--- config.mk ---
export PLATFORM = sky130hd
export DESIGN_NAME = dcb_top
export DESIGN_NICKNAME = d
export VERILOG_FILES = /design/src/rtl/dcb_pkg.sv /design/src/rtl/dcb_ctx_bank.sv /design/src/rtl/dcb_mask2.sv /design/src/rtl/dcb_wpath.sv /design/src/rtl/dcb_top.sv
export SDC_FILE = /design/constraint.sdc
export NUM_CORES = 1
export LEC_CHECK = 0
export BUFFER_PORTS_ARGS = -buffer_cell sky130_fd_sc_hd__buf_4
export CORE_ASPECT_RATIO = 0.7
export CORE_UTILIZATION = 45
export CTS_CLUSTER_SIZE = 25
export DETAILED_ROUTE_END_ITERATION = 16
export PLACE_DENSITY_LB_ADDON = 0.12
export SLEW_MARGIN = 20
export SYNTH_ARGS = -nofsm -noshare
export SYNTH_HDL_FRONTEND = slang
export SYNTH_SLANG_ARGS = --single-unit
--- constraint.sdc ---
create_clock -name clk -period 3.8 [get_ports clk]
set_input_delay 0 -clock clk [delete_from_list [all_inputs] [get_ports clk]]
set_output_delay 0 -clock clk [all_outputs]
set_load 0.005 [all_outputs]
--- src/rtl/dcb_pkg.sv ---
package dcb_pkg;
  typedef enum logic [3:0] {
    OP_NOP     = 4'd0,
    OP_SWAP    = 4'd1,
    OP_LD_CTRL = 4'd2,
    OP_LD_ADDR = 4'd3,
    OP_LD_CMP  = 4'd4,
    OP_LD_MSK1 = 4'd5,
    OP_LD_MSK2 = 4'd6,
    OP_SHL_M2  = 4'd7,
    OP_SHR_M2  = 4'd8,
    OP_MOVE    = 4'd9,
    OP_LD_PSD  = 4'd10,
    OP_SEG_WR  = 4'd11,
    OP_SEG_RD  = 4'd12
  } op_e;

  typedef enum logic [1:0] {
    SRC_CMP  = 2'd0,
    SRC_MSK1 = 2'd1,
    SRC_MSK2 = 2'd2,
    SRC_BUS  = 2'd3
  } src_e;

  typedef enum logic [1:0] {
    TGT_HPM   = 2'd0,
    TGT_NFREE = 2'd1,
    TGT_ABS   = 2'd2,
    TGT_AREG  = 2'd3
  } tgt_e;

  localparam int CTRL_W  = 4;
  localparam int CB_STEP = 0;
  localparam int CB_DOWN = 1;
  localparam int CB_WM   = 2;
endpackage

--- src/rtl/dcb_ctx_bank.sv ---
module dcb_ctx_bank
  import dcb_pkg::*;
#(
  parameter int DW  = 32,
  parameter int AW  = 4,
  parameter int SCW = 1,
  parameter int NSEG = 2
) (
  input  logic                clk,
  input  logic                rst,
  input  logic                cmd_valid,
  input  op_e                 op,
  input  tgt_e                tgt,
  input  logic [DW-1:0]       din,
  input  logic [DW-1:0]       seg_new,
  output logic                active,
  output logic [CTRL_W-1:0]   ctrl,
  output logic [AW-1:0]       addr,
  output logic [DW-1:0]       mask1,
  output logic [1:0]          psrc,
  output logic [1:0]          pdst,
  output logic [SCW-1:0]      segw,
  output logic [SCW-1:0]      segr
);
  localparam int NCTX = 2;
  localparam logic [SCW-1:0] SEG_LAST = SCW'(NSEG - 1);
  localparam logic [AW-1:0]  A_ONE    = AW'(1);

  logic                active_q;
  logic [CTRL_W-1:0]   ctrl_all [NCTX];
  logic [AW-1:0]       addr_all [NCTX];
  logic [DW-1:0]       m1_all   [NCTX];
  logic [1:0]          psrc_all [NCTX];
  logic [1:0]          pdst_all [NCTX];
  logic [SCW-1:0]      segw_all [NCTX];
  logic [SCW-1:0]      segr_all [NCTX];

  always_ff @(posedge clk) begin
    if (rst)
      active_q <= 1'b0;
    else if (cmd_valid && op == OP_SWAP)
      active_q <= ~active_q;
  end

  for (genvar g = 0; g < NCTX; g++) begin : g_ctx
    logic [CTRL_W-1:0] ctrl_r;
    logic [AW-1:0]     addr_r;
    logic [DW-1:0]     m1_r;
    logic [1:0]        psrc_r;
    logic [1:0]        pdst_r;
    logic [SCW-1:0]    segw_r;
    logic [SCW-1:0]    segr_r;
    logic              mine;

    assign mine = cmd_valid && (active_q == 1'(g));

    always_ff @(posedge clk) begin
      if (rst) begin
        ctrl_r <= '0;
        addr_r <= '0;
        m1_r   <= '0;
        psrc_r <= '0;
        pdst_r <= '0;
        segw_r <= '0;
        segr_r <= '0;
      end else if (mine) begin
        case (op)
          OP_LD_CTRL: ctrl_r <= din[CTRL_W-1:0];
          OP_LD_ADDR: addr_r <= din[AW-1:0];
          OP_LD_MSK1: m1_r   <= din;
          OP_LD_PSD: begin
            pdst_r <= din[1:0];
            psrc_r <= din[3:2];
            segw_r <= '0;
            segr_r <= '0;
          end
          OP_SEG_WR: begin
            segw_r <= (segw_r == SEG_LAST) ? '0 : segw_r + SCW'(1);
            if (pdst_r == SRC_MSK1) m1_r <= seg_new;
          end
          OP_SEG_RD:
            segr_r <= (segr_r == SEG_LAST) ? '0 : segr_r + SCW'(1);
          OP_MOVE:
            if (tgt == TGT_AREG && ctrl_r[CB_STEP])
              addr_r <= ctrl_r[CB_DOWN] ? addr_r - A_ONE : addr_r + A_ONE;
          default: ;
        endcase
      end
    end

    assign ctrl_all[g] = ctrl_r;
    assign addr_all[g] = addr_r;
    assign m1_all[g]   = m1_r;
    assign psrc_all[g] = psrc_r;
    assign pdst_all[g] = pdst_r;
    assign segw_all[g] = segw_r;
    assign segr_all[g] = segr_r;
  end

  assign active = active_q;
  assign ctrl   = ctrl_all[active_q];
  assign addr   = addr_all[active_q];
  assign mask1  = m1_all[active_q];
  assign psrc   = psrc_all[active_q];
  assign pdst   = pdst_all[active_q];
  assign segw   = segw_all[active_q];
  assign segr   = segr_all[active_q];

  p_swap_toggle_r2: assert property (@(posedge clk) disable iff (rst)
    (cmd_valid && op == OP_SWAP) |=> (active_q != $past(active_q)));

  p_hold_set_r2: assert property (@(posedge clk) disable iff (rst)
    !(cmd_valid && op == OP_SWAP) |=> (active_q == $past(active_q)));

  p_step_up_r8: assert property (@(posedge clk) disable iff (rst)
    (cmd_valid && op == OP_MOVE && tgt == TGT_AREG && ctrl[CB_STEP] && !ctrl[CB_DOWN])
      |=> (addr == $past(addr) + A_ONE));

  p_step_down_r8: assert property (@(posedge clk) disable iff (rst)
    (cmd_valid && op == OP_MOVE && tgt == TGT_AREG && ctrl[CB_STEP] && ctrl[CB_DOWN])
      |=> (addr == $past(addr) - A_ONE));
endmodule

--- src/rtl/dcb_mask2.sv ---
module dcb_mask2
  import dcb_pkg::*;
#(
  parameter int DW = 32
) (
  input  logic          clk,
  input  logic          rst,
  input  logic          ld,
  input  logic          shl,
  input  logic          shr,
  input  logic          seg_ld,
  input  logic [DW-1:0] din,
  input  logic [DW-1:0] seg_new,
  output logic [DW-1:0] m2
);
  logic [DW-1:0] m2_q;

  always_ff @(posedge clk) begin
    if (rst)
      m2_q <= '0;
    else if (ld)
      m2_q <= din;
    else if (shl)
      m2_q <= {m2_q[DW-2:0], 1'b0};
    else if (shr)
      m2_q <= {1'b0, m2_q[DW-1:1]};
    else if (seg_ld)
      m2_q <= seg_new;
  end

  assign m2 = m2_q;

  p_shift_left_r9: assert property (@(posedge clk) disable iff (rst)
    (shl && !ld) |=> (m2_q[DW-1:1] == $past(m2_q[DW-2:0]) && !m2_q[0]));

  p_shift_right_r9: assert property (@(posedge clk) disable iff (rst)
    (shr && !ld && !shl) |=> (m2_q[DW-2:0] == $past(m2_q[DW-1:1]) && !m2_q[DW-1]));
endmodule

--- src/rtl/dcb_wpath.sv ---
module dcb_wpath
  import dcb_pkg::*;
#(
  parameter int DW = 32,
  parameter int AW = 4
) (
  input  logic          clk,
  input  logic          rst,
  input  logic          mv,
  input  src_e          src,
  input  tgt_e          tgt,
  input  logic [1:0]    wmsel,
  input  logic [DW-1:0] din,
  input  logic [DW-1:0] comparand,
  input  logic [DW-1:0] mask1,
  input  logic [DW-1:0] mask2,
  input  logic [AW-1:0] abs_addr,
  input  logic [AW-1:0] areg,
  input  logic          hpm_vld,
  input  logic [AW-1:0] hpm_addr,
  input  logic          nf_ok,
  input  logic [AW-1:0] nf_addr,
  output logic          mem_we,
  output logic [AW-1:0] mem_addr,
  output logic [DW-1:0] mem_wdata,
  output logic [DW-1:0] mem_wbe
);
  logic [AW-1:0] t_addr;
  logic [DW-1:0] t_data;
  logic [DW-1:0] t_wbe;
  logic          blocked;
  logic          go;

  always_comb begin
    case (tgt)
      TGT_HPM:   t_addr = hpm_addr;
      TGT_NFREE: t_addr = nf_addr;
      TGT_ABS:   t_addr = abs_addr;
      default:   t_addr = areg;
    endcase
    case (src)
      SRC_CMP:  t_data = comparand;
      SRC_MSK1: t_data = mask1;
      SRC_MSK2: t_data = mask2;
      default:  t_data = din;
    endcase
    case (wmsel)
      2'd1:    t_wbe = ~mask1;
      2'd2:    t_wbe = ~mask2;
      default: t_wbe = '1;
    endcase
    blocked = (tgt == TGT_HPM && !hpm_vld) || (tgt == TGT_NFREE && !nf_ok);
    go      = mv && !blocked;
  end

  always_ff @(posedge clk) begin
    if (rst) begin
      mem_we    <= 1'b0;
      mem_addr  <= '0;
      mem_wdata <= '0;
      mem_wbe   <= '0;
    end else begin
      mem_we <= go;
      if (go) begin
        mem_addr  <= t_addr;
        mem_wdata <= t_data;
        mem_wbe   <= t_wbe;
      end
    end
  end

  p_we_cause_r4: assert property (@(posedge clk) disable iff (rst)
    mem_we |-> $past(mv));

  p_hpm_gate_r7: assert property (@(posedge clk) disable iff (rst)
    (mv && tgt == TGT_HPM && !hpm_vld) |=> !mem_we);

  p_nf_gate_r7: assert property (@(posedge clk) disable iff (rst)
    (mv && tgt == TGT_NFREE && !nf_ok) |=> !mem_we);
endmodule

--- src/rtl/dcb_top.sv ---
module dcb_top
  import dcb_pkg::*;
#(
  parameter int DW = 32,
  parameter int AW = 4,
  parameter int SW = 16
) (
  input  logic          clk,
  input  logic          rst,
  input  logic          cmd_valid,
  input  logic [3:0]    cmd_op,
  input  logic [DW-1:0] cmd_din,
  input  logic [1:0]    mv_src,
  input  logic [1:0]    mv_tgt,
  input  logic [AW-1:0] abs_addr,
  input  logic          cmp_done,
  input  logic          cmp_hit,
  input  logic [AW-1:0] cmp_addr,
  input  logic          nf_valid,
  input  logic [AW-1:0] nf_addr,
  output logic          mem_we,
  output logic [AW-1:0] mem_addr,
  output logic [DW-1:0] mem_wdata,
  output logic [DW-1:0] mem_wbe,
  output logic          seg_vld,
  output logic [SW-1:0] seg_data,
  output logic          active_set,
  output logic          match_vld,
  output logic [AW-1:0] cur_addr,
  output logic [DW-1:0] cmp_word,
  output logic [DW-1:0] cmp_mask
);
  localparam int NSEG = DW / SW;
  localparam int SCW  = (NSEG > 1) ? $clog2(NSEG) : 1;

  op_e  op;
  src_e src;
  tgt_e tgt;
  assign op  = op_e'(cmd_op);
  assign src = src_e'(mv_src);
  assign tgt = tgt_e'(mv_tgt);

  logic [CTRL_W-1:0] ctrl;
  logic [AW-1:0]     areg;
  logic [DW-1:0]     mask1;
  logic [DW-1:0]     mask2;
  logic [1:0]        psrc;
  logic [1:0]        pdst;
  logic [SCW-1:0]    segw;
  logic [SCW-1:0]    segr;
  logic [DW-1:0]     cmp_q;
  logic              hpm_vld_q;
  logic [AW-1:0]     hpm_addr_q;
  logic [DW-1:0]     dst_val;
  logic [DW-1:0]     src_val;
  logic [DW-1:0]     seg_new;
  logic [SW-1:0]     seg_pick;
  logic              swap;
  logic              seg_wr;

  assign swap   = cmd_valid && op == OP_SWAP;
  assign seg_wr = cmd_valid && op == OP_SEG_WR;

  dcb_ctx_bank #(.DW(DW), .AW(AW), .SCW(SCW), .NSEG(NSEG)) u_bank (
    .clk(clk), .rst(rst), .cmd_valid(cmd_valid), .op(op), .tgt(tgt),
    .din(cmd_din), .seg_new(seg_new), .active(active_set), .ctrl(ctrl),
    .addr(areg), .mask1(mask1), .psrc(psrc), .pdst(pdst),
    .segw(segw), .segr(segr)
  );

  dcb_mask2 #(.DW(DW)) u_m2 (
    .clk(clk), .rst(rst),
    .ld(cmd_valid && op == OP_LD_MSK2),
    .shl(cmd_valid && op == OP_SHL_M2),
    .shr(cmd_valid && op == OP_SHR_M2),
    .seg_ld(seg_wr && pdst == SRC_MSK2),
    .din(cmd_din), .seg_new(seg_new), .m2(mask2)
  );

  dcb_wpath #(.DW(DW), .AW(AW)) u_wp (
    .clk(clk), .rst(rst), .mv(cmd_valid && op == OP_MOVE), .src(src),
    .tgt(tgt), .wmsel(ctrl[CB_WM +: 2]), .din(cmd_din), .comparand(cmp_q),
    .mask1(mask1), .mask2(mask2), .abs_addr(abs_addr), .areg(areg),
    .hpm_vld(hpm_vld_q), .hpm_addr(hpm_addr_q), .nf_ok(nf_valid),
    .nf_addr(nf_addr), .mem_we(mem_we), .mem_addr(mem_addr),
    .mem_wdata(mem_wdata), .mem_wbe(mem_wbe)
  );

  always_comb begin
    case (pdst)
      2'd0:    dst_val = cmp_q;
      2'd1:    dst_val = mask1;
      2'd2:    dst_val = mask2;
      default: dst_val = '0;
    endcase
    case (psrc)
      2'd0:    src_val = cmp_q;
      2'd1:    src_val = mask1;
      2'd2:    src_val = mask2;
      default: src_val = '0;
    endcase
    seg_new  = dst_val;
    seg_pick = '0;
    for (int s = 0; s < NSEG; s++) begin
      if (segw == SCW'(s)) seg_new[s*SW +: SW] = cmd_din[SW-1:0];
      if (segr == SCW'(s)) seg_pick = src_val[s*SW +: SW];
    end
  end

  always_ff @(posedge clk) begin
    if (rst) begin
      cmp_q      <= '0;
      hpm_vld_q  <= 1'b0;
      hpm_addr_q <= '0;
      seg_vld    <= 1'b0;
      seg_data   <= '0;
    end else begin
      if (cmd_valid && op == OP_LD_CMP)
        cmp_q <= cmd_din;
      else if (seg_wr && pdst == SRC_CMP)
        cmp_q <= seg_new;
      if (swap) begin
        hpm_vld_q <= 1'b0;
      end else if (cmp_done) begin
        hpm_vld_q  <= cmp_hit;
        hpm_addr_q <= cmp_addr;
      end
      seg_vld <= cmd_valid && op == OP_SEG_RD;
      if (cmd_valid && op == OP_SEG_RD) seg_data <= seg_pick;
    end
  end

  assign match_vld = hpm_vld_q;
  assign cur_addr  = areg;
  assign cmp_word  = cmp_q;
  assign cmp_mask  = mask1;

  p_swap_clear_r3: assert property (@(posedge clk) disable iff (rst)
    swap |=> !match_vld);

  p_cmp_latch_r12: assert property (@(posedge clk) disable iff (rst)
    (cmp_done && !swap) |=> (match_vld == $past(cmp_hit)));

  p_seg_vld_r11: assert property (@(posedge clk) disable iff (rst)
    seg_vld |-> $past(cmd_valid && op == OP_SEG_RD));
endmodule

==> results_dict.tcl <==
set metrics [dict create \
    drive_gt1_share_pct 22.8 \
    power_frac_seq_pct 44.9 \
    worst_slack_ns 0.427 \
    grt_first_pass_wirelength_mm 86.1 \
    core_area_mm2 0.0305 \
    final_util_pct 56.9 \
    arrival_ns 3.88 \
    worstSetupStartpointType "flop" \
    final_cell_mix "buf_4 (254), dfxtp_1 (247), nand2_1 (199), nor2_1 (186), a21oi_1 (85)" \
    overflow 0 \
    grt_max_degree 70 \
    hpwl_mm 37.5 \
    clock_latency_ns 0.56 \
    die_x_um 214 \
    place_inst 2174 \
    synth_top_cells_by_area "dfxtp_1 (35%), mux4_2 (5.7%), mux2i_1 (5.6%)" \
    pwr-share-comb_pct 11.9 \
    grt_use_total_pct 34.5 \
    cts_setup_buffers 0 \
    syn_nets 1747 \
    clock_sinks 248 \
    hold_class "input port to flop" \
    portBuffers 213 \
    drt_iter0_markers 1609 \
    yosys_register_bits 248 \
    diodes 0 \
    p_leak_nw 6.94 \
    cts_tree "done" \
    peakVddDrop_v 0.000243 \
    min_period_ns 3.37 \
    place_area_mm2 0.0160 \
    worst_pin_slew_ns 1.05 \
    finClkSkew_ns 0.0120 \
    area.growth.synth_to_final_pct 22.6 \
    synth_top_area_share_pct 35.0 \
    setup_tns_ns 0 \
    place_ws_ns 0.748 \
    synth_cell_types 67 \
    slew_viol_final 0 \
    synth.avg_cell_area_um2 8.43 \
    layout.nets 1914 \
    yosysWarnings 0 \
    drv_cap 0 \
    antenna_found_initial 0 \
    synth_seq_area_share_pct 35.0 \
    power.share.clock_pct 43.2 \
    power.density_mw_per_mm2 346 \
    routedWlPerCell_um 25.0 \
    whs_ns 0.0264 \
    cell_internal_pwr_mw 4.41 \
    status "complete, no violations" \
    htree_num_levels 1 \
    post-route-drc-count 0 \
    synth_top_area_cell "dfxtp_1" \
    dieHeight_um 150 \
    synthesis.area_mm2 0.0142 \
    fin_crit_sh_pct 88.8 \
    cts_made_buffers 27 \
    drt-vias-per-instance 6.50 \
    dieArea_mm2 0.0322 \
    hold_viol_final 0 \
    io_pins 214 \
    start_util_pct 46.4 \
    max_slew_margin_pct 28.7 \
    final_common_cell "buf_4" \
    root_buffer "clkbuf_16" \
    ant_nets 0 \
    synth_edf_count 0 \
    fp-row-count 53 \
    cts.clk_slew.worst_paths_ns 0.06 \
    p_sw_mw 1.60 \
    gp_congestion 0.955 \
    routed_wl_mm 56.8 \
    critPathKind "flop to flop" \
    worst-path-max-fanout 40 \
    fmax_ghz 0.296 \
    synthArstFlopShare_pct 0 \
    p_sw_share_pct 26.6 \
    finalNonFillerCells 2273 \
    critPathCaptureType "flop" \
    grt_pass1_vias 13900 \
    required_ns 4.31 \
    cts_repair_resize_count 0 \
    yosys_most_used_dff "dfxtp_1" \
    rsz0062_at_grt "no" \
    p_total_mw 6.01 \
    vias 14800 \
    drtPass1Iterations 8 \
    hold_buffers 57 \
    stdcell_area_mm2 0.0174 \
    clockBufferDepth 3 \
    synth_cells 1681 \
    finalSetupViolations 0 \
]
-- critical path, stage by stage, from the launching register on --
cell and delay (ns):
dfxtp_2 0.49, buf_4 0.59, mux2i_4 0.64, buf_12 0.31, mux2i_1 0.12, o211ai_1 0.27
nand2_1 0.10, a21oi_1 0.17, dlygate4sd3_1 0.56
-- worst paths after layout --
check                                      start          endpoint  slack (ns)  cells after the start
worst max-delay path               u_bank.active      cmp_word[30]        0.43                      8
worst min-delay path                   cmd_op[3]     u_bank.active        0.03                      5
worst max register to register     u_bank.active      cmp_word[30]        0.43                      8
worst min register to register  u_wp.mem_wbe[29]  u_wp.mem_wbe[29]        0.46                      2
-- power by group through the flow --
stage	clock network [mW]	logic (mW)	registers [mW]
2_1_floorplan	0	0.389	2.73
3_3_place_gp	0	0.635	2.75
3_5_place_dp	0	0.644	2.75
4_1_cts	2.61	0.696	2.70
5_1_grt	2.73	0.755	2.70
6_report	2.60	0.713	2.70
-- cell type report --
cell class | count | area [um2]
sequential | 248 | 4970
multi-input combinational | 1211 | 8340
clock inverter | 7 | 65.1
fill | 2797 | 13100
inverter | 45 | 169
tap | 412 | 515
clock buffer | 35 | 766
timing repair buffer | 315 | 2540
-- layer usage --
layer,vias to the layer above,track usage (%),part of all wire (%)
met5,-,0,0
met1,7199,49.3,43
met2,920,50.8,42
met3,117,9.15,12
met4,0,9.68,2.6
li1,6538,-,-
-- synthesized netlist by cell type, types with 5 or more instances --
| library cell | instances |
|---|---|
| nand2_1 | 199 |
| o22ai_1 | 30 |
| a211o_1 | 29 |
| a32o_1 | 29 |
| inv_1 | 45 |
| a311oi_2 | 28 |
| nor2b_1 | 22 |
| a21oi_1 | 85 |
| nand4_1 | 28 |
| a221oi_1 | 18 |
| nor2_1 | 190 |
| a2111oi_0 | 16 |
| nand3_1 | 15 |
| ha_1 | 6 |
| dfxtp_1 | 248 |
| clkbuf_1 | 128 |
| mux2i_1 | 79 |
| xnor2_1 | 5 |
| o211ai_1 | 46 |
| mux2_2 | 38 |
| nand2b_1 | 7 |
| buf_2 | 31 |
| a31oi_1 | 54 |
| o21ai_0 | 78 |
| a22oi_1 | 31 |
| a22o_1 | 17 |
| buf_1 | 6 |
| nor3b_1 | 5 |
| buf_4 | 6 |
| nor3_1 | 55 |
| mux4_2 | 36 |
-- state kept, by name, indices dropped and copies added (netlist names), 8 cells and up --
name                 flops
u_wp.mem_wdata          32
cmp_word                32
u_bank.g_ctx.addr_r      8
seg_data                16
u_wp.mem_wbe            32
u_bank.g_ctx.ctrl_r      8
u_bank.g_ctx.m1_r       64
u_m2.m2                 32
-- logic make-up after synthesis --
| family | Yosys count | share of synthesized area [%] |
|---|---|---|
| compound gates | 491 | 25.2 |
| fa+ha+maj | 8 | 0.813 |
| flops | 248 | 35.0 |
| mux | 155 | 14.6 |
| xor+xnor | 8 | 0.495 |
| buf+inv | 222 | 6.54 |
| simple gates | 549 | 17.3 |
(Power assumes the default switching activity.)
